<file path="src/rtl/ea_pkg.sv">
package ea_pkg;
  typedef enum logic [1:0] {
    ST_IDLE   = 2'd0,
    ST_RDWAIT = 2'd1,
    ST_CAPT   = 2'd2,
    ST_DECIDE = 2'd3
  } ea_state_e;
endpackage

</file>
<file path="src/rtl/ea_base_calc.sv">
module ea_base_calc #(
  parameter int AW     = 15,
  parameter int DISP_W = 8
) (
  input  logic [1:0]        mode,
  input  logic [DISP_W-1:0] disp,
  input  logic [AW-1:0]     pc,
  input  logic [AW-1:0]     ac2,
  input  logic [AW-1:0]     ac3,
  output logic [AW-1:0]     base
);
  localparam int EXT = AW - DISP_W;

  logic [AW-1:0] zext_d, sext_d, rel_base;

  assign zext_d = {{EXT{1'b0}}, disp};
  assign sext_d = {{EXT{disp[DISP_W-1]}}, disp};

  always_comb begin
    unique case (mode)
      2'd1:    rel_base = pc;
      2'd2:    rel_base = ac2;
      2'd3:    rel_base = ac3;
      default: rel_base = '0;
    endcase
    base = (mode == 2'd0) ? zext_d : rel_base + sext_d;
  end
endmodule

</file>
<file path="src/rtl/ea_ptr_adj.sv">
module ea_ptr_adj #(
  parameter int AW = 15,
  parameter int DW = 16
) (
  input  logic [AW-1:0] addr,
  input  logic [DW-1:0] word,
  output logic [DW-1:0] adj,
  output logic          wb
);
  localparam logic [AW-4:0] INC_BLK = (AW-3)'(2);
  localparam logic [AW-4:0] DEC_BLK = (AW-3)'(3);

  logic in_inc, in_dec;

  assign in_inc = (addr[AW-1:3] == INC_BLK);
  assign in_dec = (addr[AW-1:3] == DEC_BLK);
  assign wb     = in_inc | in_dec;

  always_comb begin
    if (in_inc)      adj = word + DW'(1);
    else if (in_dec) adj = word - DW'(1);
    else             adj = word;
  end
endmodule

</file>
<file path="src/rtl/ind_ea_gen.sv">
module ind_ea_gen #(
  parameter int AW        = 15,
  parameter int DW        = 16,
  parameter int DISP_W    = 8,
  parameter int LVL_W     = 5,
  parameter int MEM_WORDS = 32768
) (
  input  logic              clk,
  input  logic              rst,
  input  logic              start,
  input  logic [1:0]        idx_mode,
  input  logic              indirect,
  input  logic [DISP_W-1:0] disp,
  input  logic [AW-1:0]     pc,
  input  logic [DW-1:0]     ac2,
  input  logic [DW-1:0]     ac3,
  input  logic [LVL_W-1:0]  lvl_limit,
  output logic              mem_req,
  output logic              mem_we,
  output logic [AW-1:0]     mem_addr,
  output logic [DW-1:0]     mem_wdata,
  input  logic [DW-1:0]     mem_rdata,
  output logic [AW-1:0]     ea,
  output logic              done,
  output logic              err
);
  import ea_pkg::*;

  localparam logic [AW:0] MEM_LIM = (AW+1)'(MEM_WORDS);

  ea_state_e         state;
  logic [AW-1:0]     base, cur;
  logic [DW-1:0]     ptr, word, adj;
  logic [LVL_W-1:0]  lvl, limit_q;
  logic              rd_oor, wb;
  logic              unused_hi;

  assign unused_hi = ^{ac2[DW-1:AW], ac3[DW-1:AW]};

  function automatic logic beyond(input logic [AW-1:0] a);
    return ({1'b0, a} >= MEM_LIM);
  endfunction

  ea_base_calc #(.AW(AW), .DISP_W(DISP_W)) u_base (
    .mode (idx_mode),
    .disp (disp),
    .pc   (pc),
    .ac2  (ac2[AW-1:0]),
    .ac3  (ac3[AW-1:0]),
    .base (base)
  );

  assign word = rd_oor ? '0 : mem_rdata;

  ea_ptr_adj #(.AW(AW), .DW(DW)) u_adj (
    .addr (cur),
    .word (word),
    .adj  (adj),
    .wb   (wb)
  );

  always_ff @(posedge clk) begin
    if (rst) begin
      state     <= ST_IDLE;
      done      <= 1'b0;
      err       <= 1'b0;
      mem_req   <= 1'b0;
      mem_we    <= 1'b0;
      mem_addr  <= '0;
      mem_wdata <= '0;
      ea        <= '0;
      cur       <= '0;
      ptr       <= '0;
      lvl       <= '0;
      limit_q   <= '0;
      rd_oor    <= 1'b0;
    end else begin
      done    <= 1'b0;
      err     <= 1'b0;
      mem_req <= 1'b0;
      mem_we  <= 1'b0;
      unique case (state)
        ST_IDLE: begin
          if (start) begin
            limit_q <= lvl_limit;
            if (!indirect) begin
              ea   <= base;
              done <= 1'b1;
            end else if (lvl_limit == '0) begin
              err <= 1'b1;
            end else begin
              mem_req  <= 1'b1;
              mem_addr <= base;
              cur      <= base;
              rd_oor   <= beyond(base);
              lvl      <= LVL_W'(1);
              state    <= ST_RDWAIT;
            end
          end
        end
        ST_RDWAIT: state <= ST_CAPT;
        ST_CAPT: begin
          ptr <= adj;
          if (wb && !rd_oor) begin
            mem_req   <= 1'b1;
            mem_we    <= 1'b1;
            mem_addr  <= cur;
            mem_wdata <= adj;
          end
          state <= ST_DECIDE;
        end
        ST_DECIDE: begin
          if (!ptr[DW-1]) begin
            ea    <= ptr[AW-1:0];
            done  <= 1'b1;
            state <= ST_IDLE;
          end else if (lvl >= limit_q) begin
            err   <= 1'b1;
            state <= ST_IDLE;
          end else begin
            mem_req  <= 1'b1;
            mem_addr <= ptr[AW-1:0];
            cur      <= ptr[AW-1:0];
            rd_oor   <= beyond(ptr[AW-1:0]);
            lvl      <= lvl + LVL_W'(1);
            state    <= ST_RDWAIT;
          end
        end
        default: state <= ST_IDLE;
      endcase
    end
  end


  done_err_excl_chk: assert property (@(posedge clk) disable iff (rst) !(done && err));

  done_pulse_chk: assert property (@(posedge clk) disable iff (rst) done |=> !done);

  err_pulse_chk: assert property (@(posedge clk) disable iff (rst) err |=> !err);

  we_with_req_chk: assert property (@(posedge clk) disable iff (rst) mem_we |-> mem_req);

  wb_window_chk: assert property (@(posedge clk) disable iff (rst)
    mem_we |-> (mem_addr[AW-1:3] == (AW-3)'(2) || mem_addr[AW-1:3] == (AW-3)'(3)));

  wb_in_range_chk: assert property (@(posedge clk) disable iff (rst)
    mem_we |-> ({1'b0, mem_addr} < MEM_LIM));
endmodule

</file>
<file path="config.mk">
export PLATFORM = sky130hd
export DESIGN_NAME = ind_ea_gen
export DESIGN_NICKNAME = d
export VERILOG_FILES = /design/src/rtl/ea_pkg.sv /design/src/rtl/ea_base_calc.sv /design/src/rtl/ea_ptr_adj.sv /design/src/rtl/ind_ea_gen.sv
export SDC_FILE = /design/constraint.sdc
export NUM_CORES = 1
export LEC_CHECK = 0
export ABC_AREA = 1
export BUFFER_PORTS_ARGS = -buffer_cell sky130_fd_sc_hd__buf_2
export CAP_MARGIN = 10
export CORE_ASPECT_RATIO = 1.75
export CORE_MARGIN = 1
export CORE_UTILIZATION = 51
export DETAILED_ROUTE_END_ITERATION = 10
export PLACE_DENSITY = 0.78
export SLEW_MARGIN = 20
export SYNTH_ARGS = -nofsm -noshare
export SYNTH_HDL_FRONTEND = slang
export SYNTH_SLANG_ARGS = --single-unit
export TNS_END_PERCENT = 30
</file>
<file path="constraint.sdc">
create_clock -name clk -period 2.5 [get_ports clk]
set_clock_uncertainty 0.1 [all_clocks]
set_input_delay 0.5 -clock clk [delete_from_list [all_inputs] [get_ports clk]]
set_output_delay 0.5 -clock clk [all_outputs]
set_load 0.02 [all_outputs]
</file>
==> flow_metrics.env, run 1 <==
export IMPL_hold_viol=0
export IMPL_postRouteAntennaNets=0
export IMPL_rsz0062_at_grt="false"
export IMPL_ir_worst_vdd_mv=0.452
export IMPL_timing_final_crit_share=0.920
export IMPL_drv_cap=0
export IMPL_setup_tns_ps=0
export IMPL_synth_cell_type_count=41
export IMPL_path_cells="buf_2 -> buf_4 -> nand3_1 -> nand3_1 -> ha_2 -> fa_2 -> nand2_1 -> nand2_1 -> nand3_1 -> nand2_2 -> nand2_1 -> nand3_1 -> o211ai_1 -> nand3_1 -> nand2_1 -> inv_1"
export IMPL_fin_hold_ws_ps=340
export IMPL_numPortBuffers=129
export IMPL_post_cts_resized=0
export IMPL_setup_worst_path_class="primary input to flop"
export IMPL_setup_viol=0
export IMPL_critPathArrivalTime_ps=2450
export IMPL_required_ps=2650
export IMPL_cp_slowest_cell="fa_2"
export IMPL_root_buffer="clkbuf_16"
export IMPL_htree_levels=3
export IMPL_cpMostUsedCell="nand3_1"
export IMPL_routed_via_density=5.10
export IMPL_placed_cell_area_mm2=0.00776
export IMPL_maxSlewViolCount=0
export IMPL_finalWirelength_mm=18.9
export IMPL_drc=0
export IMPL_synth_edf_count=0
export IMPL_numCtsBuffers=9
export IMPL_switching_share=0.441
export IMPL_p_leak_nw=4.41
export IMPL_hold_path_class="primary input to flop"
export IMPL_post_cts_setup_buffers=0
export IMPL_crit_family="simple AND/OR/NAND/NOR gates"
export IMPL_grt_usage=0.277
export IMPL_startpoint_type="primary input"
export IMPL_start_util=0.525
export IMPL_vias=7366
export IMPL_area_growth_pct=18.7
export IMPL_clock_latency_ps=350
export IMPL_cts_hold_buffers=0
export IMPL_fp_dieW_um=89.2
export IMPL_antenna_found_initial=0
export IMPL_wl_per_cell_um=13.1
export IMPL_power_frac_clock=0.199
export IMPL_drt_first_pass_iters=5
export IMPL_syn_num_nets=1237
export IMPL_cts_buffer_depth=2
export IMPL_synth_seq_cells=93
export IMPL_worstMarginPinSlew_ps=460
export IMPL_synthArstFlopShare=0
export IMPL_die_h_um=155
export IMPL_ys_seq_area_frac=0.274
export IMPL_critPathMaxStageDelay_ps=360
export IMPL_die_area_mm2=0.0138
export IMPL_fmax_mhz=435
export IMPL_setup_ws_ps=201
export IMPL_clock_sinks=93
export IMPL_crit_path_end_kind="flop"
export IMPL_worst_slew_margin_rel=0.693
export IMPL_p_sw_mw=2.91
export IMPL_fp_row_count=55
export IMPL_cellPowerDensity_mw_per_mm2=818
export IMPL_total_power_mw=6.59
export IMPL_num_io_pins=132
export IMPL_drt_initial_drc_count=429
export IMPL_postSynthCellCount=1128
export IMPL_cp_num_buf_inv=3
export IMPL_synth_flop_cell="dfxtp_1"
export IMPL_power_frac_comb=0.483
export IMPL_path_clk_slew_ps=70
export IMPL_diodes=0
export IMPL_nets=1377
export IMPL_status="complete, no violations"
export IMPL_synth_avg_cell_area_um2=6.02
export IMPL_stdcell_area_mm2=0.00806
export IMPL_drive_above_1_share=0.193
export IMPL_intPower_mw=3.69
export IMPL_dp_hpwl_mm=15.0
export IMPL_coreArea_mm2=0.0129
export IMPL_dp_slack_ps=-216
export IMPL_grt_pass1_vias=6791
export IMPL_yosys_warnings=0
export IMPL_gp_congestion=0.910
export IMPL_layout_min_cycle_time_ps=2300
export IMPL_grt_pass1_wl_mm=29.9
export IMPL_cts_tree="done"
export IMPL_grt_overflow=0
export IMPL_grt_max_degree=35
export IMPL_seqPwrFrac=0.318
export IMPL_netlist_area_mm2=0.00679
export IMPL_path_max_fanout=5
==> placed cells by master (no fill, tap or decap), types with 2 or more instances in the layout <==
cell	instances
a21oi_1	40
buf_2	129
buf_4	44
clkbuf_16	9
dfxtp_1	93
ha_1	25
inv_1	152
inv_2	20
inv_6	4
mux2i_1	2
nand2_1	290
nand2_2	5
nand3_1	112
nand3_2	2
nand3b_1	3
nand4_1	18
nand4_2	2
nor2_1	181
nor2_2	6
nor2_4	4
nor3_1	12
nor3_2	4
nor3_4	3
o211ai_1	10
o21ai_0	37
o21ai_1	21
o21ai_2	2
o22ai_1	3
xnor2_1	3
xor2_1	22
==> state kept, by name (all words and copies together) (netlist names), 2 cells and up <==
signal and count:
ea 15, lvl 5, mem_wdata 16, mem_addr 15, state 2, cur 15, ptr 16, limit_q 5
==> logic make-up after synthesis <==
kind of cell    after synthesis  share of synthesized area
fa+ha+maj                    27                     0.0509
simple gates                647                      0.415
buf+inv                     217                      0.130
mux                           2                    0.00295
xor+xnor                     25                     0.0323
compound gates              117                     0.0947
flops                        93                      0.274
==> through the flow <==
stage	utilization	instances
finish	0.623	1444
global route	0.623	1444
CTS	0.621	1444
detailed placement	0.600	1428
global placement	0.600	1428
floorplan	-	1128
==> cell usage after synthesis (3+ instances only) <==
master    count  share of area
nor3_4        3         0.0072
ha_1         26          0.048
buf_6         5         0.0083
nand3_1     112          0.083
nor2_2        6         0.0055
buf_4         4         0.0044
clkbuf_1     19          0.011
o22ai_1       3         0.0028
o211ai_1     10          0.011
nand3b_1      3         0.0033
nand2_2       4         0.0037
a21oi_1      40          0.029
nor3_1       12         0.0088
inv_2        18          0.010
xnor2_1       3         0.0039
nor3_2        4         0.0059
dfxtp_1      93           0.27
xor2_1       22          0.028
buf_1         4         0.0022
buf_2        13         0.0096
inv_1       154          0.085
nand4_1      18          0.017
nor2_1      183           0.10
o21ai_0      38          0.028
nand2_1     291           0.16
o21ai_1      21          0.015
==> power by group through the flow <==
| stage | logic, mW | clock network (mW) | registers, mW |
|---|---|---|---|
| after global routing | 3.58 | 1.38 | 2.14 |
| after detailed placement | 3.15 | 0 | 2.12 |
| after global placement | 3.10 | 0 | 2.12 |
| final | 3.19 | 1.31 | 2.10 |
| after CTS | 3.17 | 1.32 | 2.09 |
| after floorplan | 2.12 | 0 | 2.30 |
==> metal layers <==
layer  vias up  part of all wire  track usage
li1       3828                 -            -
met1      3272              0.38        0.281
met2       216              0.54        0.531
met3        50             0.042       0.0363
met4         0             0.040        0.135
met5         -                 0            0
==> path summary, 6_finish.rpt <==
kind	from	to	slack, ps	cells past startpoint
min reg2reg	limit_q[4]	limit_q[4]	360	2
max	idx_mode[0]	cur[6]	200	16
max reg2reg	lvl[2]	mem_addr[3]	340	11
min	lvl_limit[0]	limit_q[0]	340	3
==> tightest hold or removal path: cells and delay by family <==
family	cells	cell delay [ps]
buffers and inverters	1	90
AO/OA/AOI/OAI	1	80
AND/OR/NAND/NOR	1	80
==> area by class of cell <==
type | instances | area [µm²]
multi-input cells | 818 | 4070
inverters | 172 | 646
fillers | 1323 | 4880
flip-flops and latches | 93 | 1860
well taps | 171 | 214
clock inverters | 6 | 51.3
clock buffers | 10 | 229
repair buffers | 174 | 987
No activity file was read; power rests on OpenSTA's default activity.
==> run 2: changes to the inputs <==
- PLACE_DENSITY: 0.78 -> 0.87
==> run 2 against run 1 <==
Net effect: combinational power barely moved; via count rose by 2.1%; final area rose by 0.50%.
==> flow_metrics.env, run 2 (synthesis gave the netlist of run 1 again) <==
export IMPL_setup_worst_path_class="primary input to flop"
export IMPL_grt_overflow=0
export IMPL_antenna_found_initial=0
export IMPL_timing_final_crit_share=0.924
export IMPL_rsz0062_at_grt="false"
export IMPL_gp_congestion=0.965
export IMPL_root_buffer="clkbuf_16"
export IMPL_startpoint_type="primary input"
export IMPL_layout_min_cycle_time_ps=2310
export IMPL_routed_via_density=5.24
export IMPL_crit_path_end_kind="flop"
export IMPL_drc=0
export IMPL_switching_share=0.420
export IMPL_worst_slew_margin_rel=0.694
export IMPL_clock_latency_ps=350
export IMPL_drt_initial_drc_count=633
export IMPL_power_frac_clock=0.241
export IMPL_cellPowerDensity_mw_per_mm2=864
export IMPL_die_area_mm2=0.0138
export IMPL_finalWirelength_mm=18.9
export IMPL_fp_dieW_um=89.2
export IMPL_path_clk_slew_ps=60
export IMPL_fmax_mhz=433
export IMPL_final_cell_mix="nand2_1, nor2_1, inv_1"
export IMPL_nets=1367
export IMPL_drive_above_1_share=0.190
export IMPL_start_util=0.525
export IMPL_reg2reg_to="mem_addr[7]"
export IMPL_setup_viol=0
export IMPL_path_max_fanout=7
export IMPL_p_sw_mw=2.94
export IMPL_min_from="lvl_limit[0]"
export IMPL_intPower_mw=4.06
export IMPL_wl_per_cell_um=13.1
export IMPL_r2r_start="lvl[2]"
export IMPL_n_fill_cell=1222
export IMPL_regToRegSetupSlack_ps=370
export IMPL_path_cells="buf_2 -> buf_4 -> nand3_1 -> nand3_1 -> ha_2 -> fa_2 -> nand2_1 -> nand2_1 -> nand3_2 -> nand2_2 -> nand2_1 -> nand3_1 -> o211ai_1 -> nand3_1 -> nand2_1 -> inv_1"
export IMPL_diodes=0
export IMPL_area_growth_pct=19.3
export IMPL_hold_viol=0
export IMPL_grt_max_degree=35
export IMPL_numCtsBuffers=9
export IMPL_grt_pass1_vias=7111
export IMPL_coreArea_mm2=0.0129
export IMPL_drv_cap=0
export IMPL_crit_start="idx_mode[0]"
export IMPL_status="complete, no violations"
export IMPL_num_io_pins=132
export IMPL_htree_levels=3
export IMPL_fp_row_count=55
export IMPL_grt_usage=0.276
export IMPL_worst_r2r_cell_count=11
export IMPL_dp_slack_ps=-239
export IMPL_numPortBuffers=129
export IMPL_worstMarginPinSlew_ps=459
export IMPL_required_ps=2650
export IMPL_hold_depth=3
export IMPL_ir_worst_vdd_mv=0.426
export IMPL_biggestRegsByFlops="mem_wdata: 16 flops, ptr: 16 flops"
export IMPL_grt_pass1_wl_mm=30.3
export IMPL_fin_hold_ws_ps=329
export IMPL_hold_path_class="primary input to flop"
export IMPL_post_cts_setup_buffers=0
export IMPL_p_leak_nw=4.41
export IMPL_dp_hpwl_mm=14.3
export IMPL_critPathArrivalTime_ps=2460
export IMPL_seqPwrFrac=0.301
export IMPL_setup_ws_ps=190
export IMPL_maxSlewViolCount=0
export IMPL_critPathMaxStageDelay_ps=360
export IMPL_vias=7521
export IMPL_postRouteAntennaNets=0
export IMPL_cts_buffer_depth=2
export IMPL_cts_tree="done"
export IMPL_cp_slowest_cell="fa_2"
export IMPL_drt_first_pass_iters=5
export IMPL_clock_sinks=93
export IMPL_hold_path_endpoint="limit_q[0]"
export IMPL_final_common_cell="nand2_1"
export IMPL_die_h_um=155
export IMPL_power_frac_comb=0.458
-- run 2: worst max-delay path, delay by kind of cell --
family,cells,cell delay (ps)
AND/OR/NAND/NOR,10,880
AO/OA/AOI/OAI,1,180
buffers and inverters,3,350
adder cells (fa/ha/maj),2,550
-- run 2: layout make-up --
type / count / area [µm²] / share of cell area
multi-input combinational: 818 / 4080 / 0.504
sequential: 93 / 1860 / 0.230
timing repair buffer: 164 / 925 / 0.114
inverter: 172 / 646 / 0.0797
clock buffer: 9 / 225 / 0.0278
tap: 171 / 214 / 0.0264
clock inverter: 7 / 145 / 0.0179
-- run 2: per-layer routing --
metal | vias to the layer above | global-route usage | wire length (µm)
met5 | - | 0 | 0
met4 | 0 | 0.152 | 818
met3 | 54 | 0.0336 | 1050
met2 | 295 | 0.521 | 10000
met1 | 3361 | 0.281 | 6970
li1 | 3811 | - | -
-- run 2: through the flow --
| step | cell area [µm²] | utilization | total power, mW | TNS, ps | cells |
|---|---|---|---|---|---|
| global placement | 7690 | 0.595 | 5.16 | -2760 | 1418 |
| floorplan | 6810 | - | 4.43 | 0 | 1128 |
| global route | 8100 | 0.626 | 7.47 | 0 | 1434 |
| finish | 8100 | 0.626 | 7.00 | 0 | 1434 |
| CTS | 8070 | 0.623 | 6.97 | 0 | 1434 |
| detailed placement | 7690 | 0.595 | 5.25 | -4860 | 1418 |
-- run 2: power groups by stage --
stage          sequential, mW  combinational (mW)  clock [mW]
3_5_place_dp             2.13                3.12           0
5_1_grt                  2.15                3.56        1.76
4_1_cts                  2.10                3.16        1.70
2_1_floorplan            2.30                2.12           0
3_3_place_gp             2.12                3.05           0
6_report                 2.11                3.20        1.69
-- run 2: worst max path at each step --
| stage | slack [ps] | endpoint | depth (start not counted) |
|---|---|---|---|
| floorplan | 20 | ea[14] | 18 |
| global placement | -180 | ea[7] | 17 |
| detailed placement | -240 | ea[13] | 17 |
| CTS | 100 | ea[6] | 15 |
| global route | 20 | ea[13] | 17 |
| finish | 190 | ea[6] | 16 |
-- run 2: repair_timing --
item,in CTS,in global routing
hold buffers,0,0
resized for setup,0,9
setup endpoints to repair,0,18
==> run 3: changes to the inputs <==
- ABC_AREA: 1 -> not set
- CORE_UTILIZATION: 51 -> 49
- PLACE_DENSITY: 0.87 -> 0.77
==> run 3 against run 2 <==
Net effect: the flow now finishes with violations (negative setup slack); combinational power down 5%; largest cell class unchanged; final area shrank 4.7%; critical path type unchanged; clock-buffer cell count did not move; die area shrank 13%; fmax is 21% lower; clock power is 17% lower; critical path depth is 4 lower; utilization grew 6.5 points; sequential power increased by 2%.
==> flow_metrics.env, run 3 <==
export IMPL_cts_tree="done"
export IMPL_synth_xor_area_frac=0.0402
export IMPL_synthAdderAreaFrac=0.0609
export IMPL_setup_ws_ps=-426
export IMPL_drt_first_pass_iters=5
export IMPL_min_from="lvl_limit[3]"
export IMPL_status="complete, but fails checks"
export IMPL_setup_tns_ps=-7530
export IMPL_timing_final_crit_share=1.17
export IMPL_grt_usage=0.287
export IMPL_grt_pass1_wl_mm=27.7
export IMPL_drc=0
export IMPL_worst_slew_margin_rel=0.544
export IMPL_synth_edf_count=0
export IMPL_intPower_mw=3.95
export IMPL_synthMuxAreaShare=0.0512
export IMPL_placed_cell_area_mm2=0.00703
export IMPL_regToRegSetupSlack_ps=150
export IMPL_synth_avg_cell_area_um2=8.18
export IMPL_fmax_mhz=342
export IMPL_hold_path_endpoint="limit_q[3]"
export IMPL_synthTopCellsByArea="dfxtp_1, a211oi_1, nor2_1"
export IMPL_synth_cell_type_count=67
export IMPL_yosys_area_share_simple=0.205
export IMPL_biggestRegsByFlops="mem_wdata: 16 flops, ptr: 16 flops"
export IMPL_die_h_um=144
export IMPL_setup_viol=35
export IMPL_path_max_fanout=8
export IMPL_dp_hpwl_mm=13.1
export IMPL_grt_util_met1=0.307
export IMPL_cellPowerDensity_mw_per_mm2=855
export IMPL_fin_hold_ws_ps=317
export IMPL_final_cell_mix="buf_2, dfxtp_1, nor2_1"
export IMPL_reg2reg_to="mem_addr[4]"
export IMPL_clock_latency_ps=350
export IMPL_synth_compound_area_frac=0.265
export IMPL_violations="negative setup slack"
export IMPL_root_buffer="clkbuf_16"
export IMPL_rsz0062_at_grt="true"
export IMPL_drv_cap=0
export IMPL_yosys_warnings=0
export IMPL_maxSlewViolCount=0
export IMPL_grt_pass1_vias=5931
export IMPL_hold_viol=0
export IMPL_synth_flop_cell="dfxtp_1"
export IMPL_layout_min_cycle_time_ps=2930
export IMPL_postSynthCellCount=693
export IMPL_synth_top_family_by_area="compound AO/OA/AOI/OAI gates"
export IMPL_synth_most_common_cell="dfxtp_1"
export IMPL_num_io_pins=132
export IMPL_netlist_area_mm2=0.00567
export IMPL_nets=983
export IMPL_cts_buffer_depth=2
export IMPL_r2r_start="cur[14]"
export IMPL_routed_via_density=6.03
export IMPL_worst_r2r_cell_count=7
export IMPL_total_power_mw=6.60
export IMPL_diodes=0
export IMPL_hold_path_class="primary input to flop"
export IMPL_grt_use_met2=0.528
export IMPL_startpoint_type="primary input"
export IMPL_fp_dieW_um=83.3
export IMPL_wl_per_cell_um=17.3
export IMPL_die_area_mm2=0.0120
export IMPL_grt_max_degree=52
export IMPL_synthArstFlopShare=0
export IMPL_finalWirelength_mm=17.5
export IMPL_p_sw_mw=2.66
export IMPL_synth_seq_cells=93
export IMPL_drt_initial_drc_count=462
export IMPL_crit_path_end_kind="flop"
export IMPL_synthTopCellsByCount="dfxtp_1, nor2_1, nand2_1, a211oi_1, a21oi_1"
export IMPL_drive_above_1_share=0.354
export IMPL_critPathArrivalTime_ps=3060
export IMPL_numPortBuffers=129
export IMPL_synth_top_cell_area_share=0.329
export IMPL_ir_worst_vdd_mv=0.714
export IMPL_grt_overflow=0
export IMPL_postRouteAntennaNets=0
export IMPL_setup_worst_path_class="primary input to flop"
export IMPL_syn_num_nets=802
export IMPL_ys_seq_area_frac=0.329
export IMPL_required_ps=2630
export IMPL_path_clk_slew_ps=70
export IMPL_gr_usage_met3=0.0411
export IMPL_htree_levels=3
export IMPL_numCtsBuffers=9
export IMPL_gp_congestion=0.896
export IMPL_worstMarginPinSlew_ps=684
export IMPL_busiest_layer="met2"
export IMPL_fp_row_count=51
export IMPL_power_frac_clock=0.213
export IMPL_coreArea_mm2=0.0112
export IMPL_antenna_found_initial=0
export IMPL_synth_largest_area_cell="dfxtp_1"
export IMPL_clock_sinks=93
export IMPL_seqPwrFrac=0.325
export IMPL_switching_share=0.402
export IMPL_final_common_cell="buf_2"
export IMPL_power_frac_comb=0.462
export IMPL_vias=6100
export IMPL_stdcell_area_mm2=0.00772
export IMPL_start_util=0.507
export IMPL_p_leak_nw=3.17
export IMPL_hold_depth=3
export IMPL_area_growth_pct=36.2
run 3: cell types whose count changed after synthesis, sizes merged, moves of 15 or more:
cell	previous run	this run
buf	26	8
a22o	0	16
mux2	0	16
a211oi	1	47
nand3	115	20
nand2	296	58
o21ai	60	20
a311oi	0	15
nor2	191	87
inv	172	19
clkbuf	19	41
run 3: cells by family (layout without fill, tap and decap cells):
| group | after synthesis | in the layout |
|---|---|---|
| flops | 93 | 93 |
| compound gates | 210 | 210 |
| fa+ha+maj | 27 | 27 |
| buf+inv | 68 | 254 |
| mux | 27 | 27 |
| simple gates | 242 | 242 |
| xor+xnor | 26 | 26 |
run 3: critical path, cell delays in order:
cell and delay (ps):
buf_12 120, mux2_4 290, a22o_1 210, ha_2 190, fa_2 350, a21oi_2 190, o211ai_1 150, buf_4 180
and4_1 180, or3_4 350, a32oi_4 230, a211oi_2 110
run 3: final cells by class:
| cell class | count | area (µm²) |
|---|---|---|
| fill | 903 | 3450 |
| multi-input combinational | 532 | 3900 |
| clock inverter | 7 | 81.3 |
| sequential | 93 | 1860 |
| inverter | 19 | 71.3 |
| tap | 132 | 165 |
| timing repair buffer | 219 | 1410 |
| clock buffer | 9 | 225 |
run 3: repair_timing:
item,CTS,global route
setup endpoints to repair,38,37
hold buffers,0,0
gates resized for setup,30,28
pin swaps,32,24
buffers inserted,6,2
run 3: metrics by stage:
step,util,instances,worst slack [ps]
2_1_floorplan,-,693,-665
4_1_cts,0.673,1009,-372
6_report,0.691,1011,-426
3_3_place_gp,0.630,987,-815
3_5_place_dp,0.630,987,-941
5_1_grt,0.691,1011,-470
run 3: layer usage:
metal | wire, µm | vias up
met5 | 0 | -
met4 | 841 | 0
met3 | 835 | 63
met2 | 9230 | 245
met1 | 6590 | 2857
li1 | - | 2935
run 3: power groups by stage:
stage	registers [mW]	clock network (mW)	logic [mW]
after floorplan	2.30	0	1.59
after global placement	2.14	0	2.69
after detailed placement	2.16	0	2.77
after CTS	2.13	1.42	2.89
after global routing	2.19	1.48	3.32
final	2.15	1.40	3.05
run 3: worst max-delay path by stage:
| stage | start | cells past startpoint | endpoint |
|---|---|---|---|
| after floorplan | idx_mode[0] | 12 | cur[12] |
| after global placement | idx_mode[0] | 11 | ea[12] |
| after detailed placement | idx_mode[0] | 11 | ea[12] |
| after CTS | idx_mode[0] | 12 | ea[12] |
| after global routing | idx_mode[0] | 12 | cur[12] |
| final | idx_mode[0] | 12 | ea[12] |
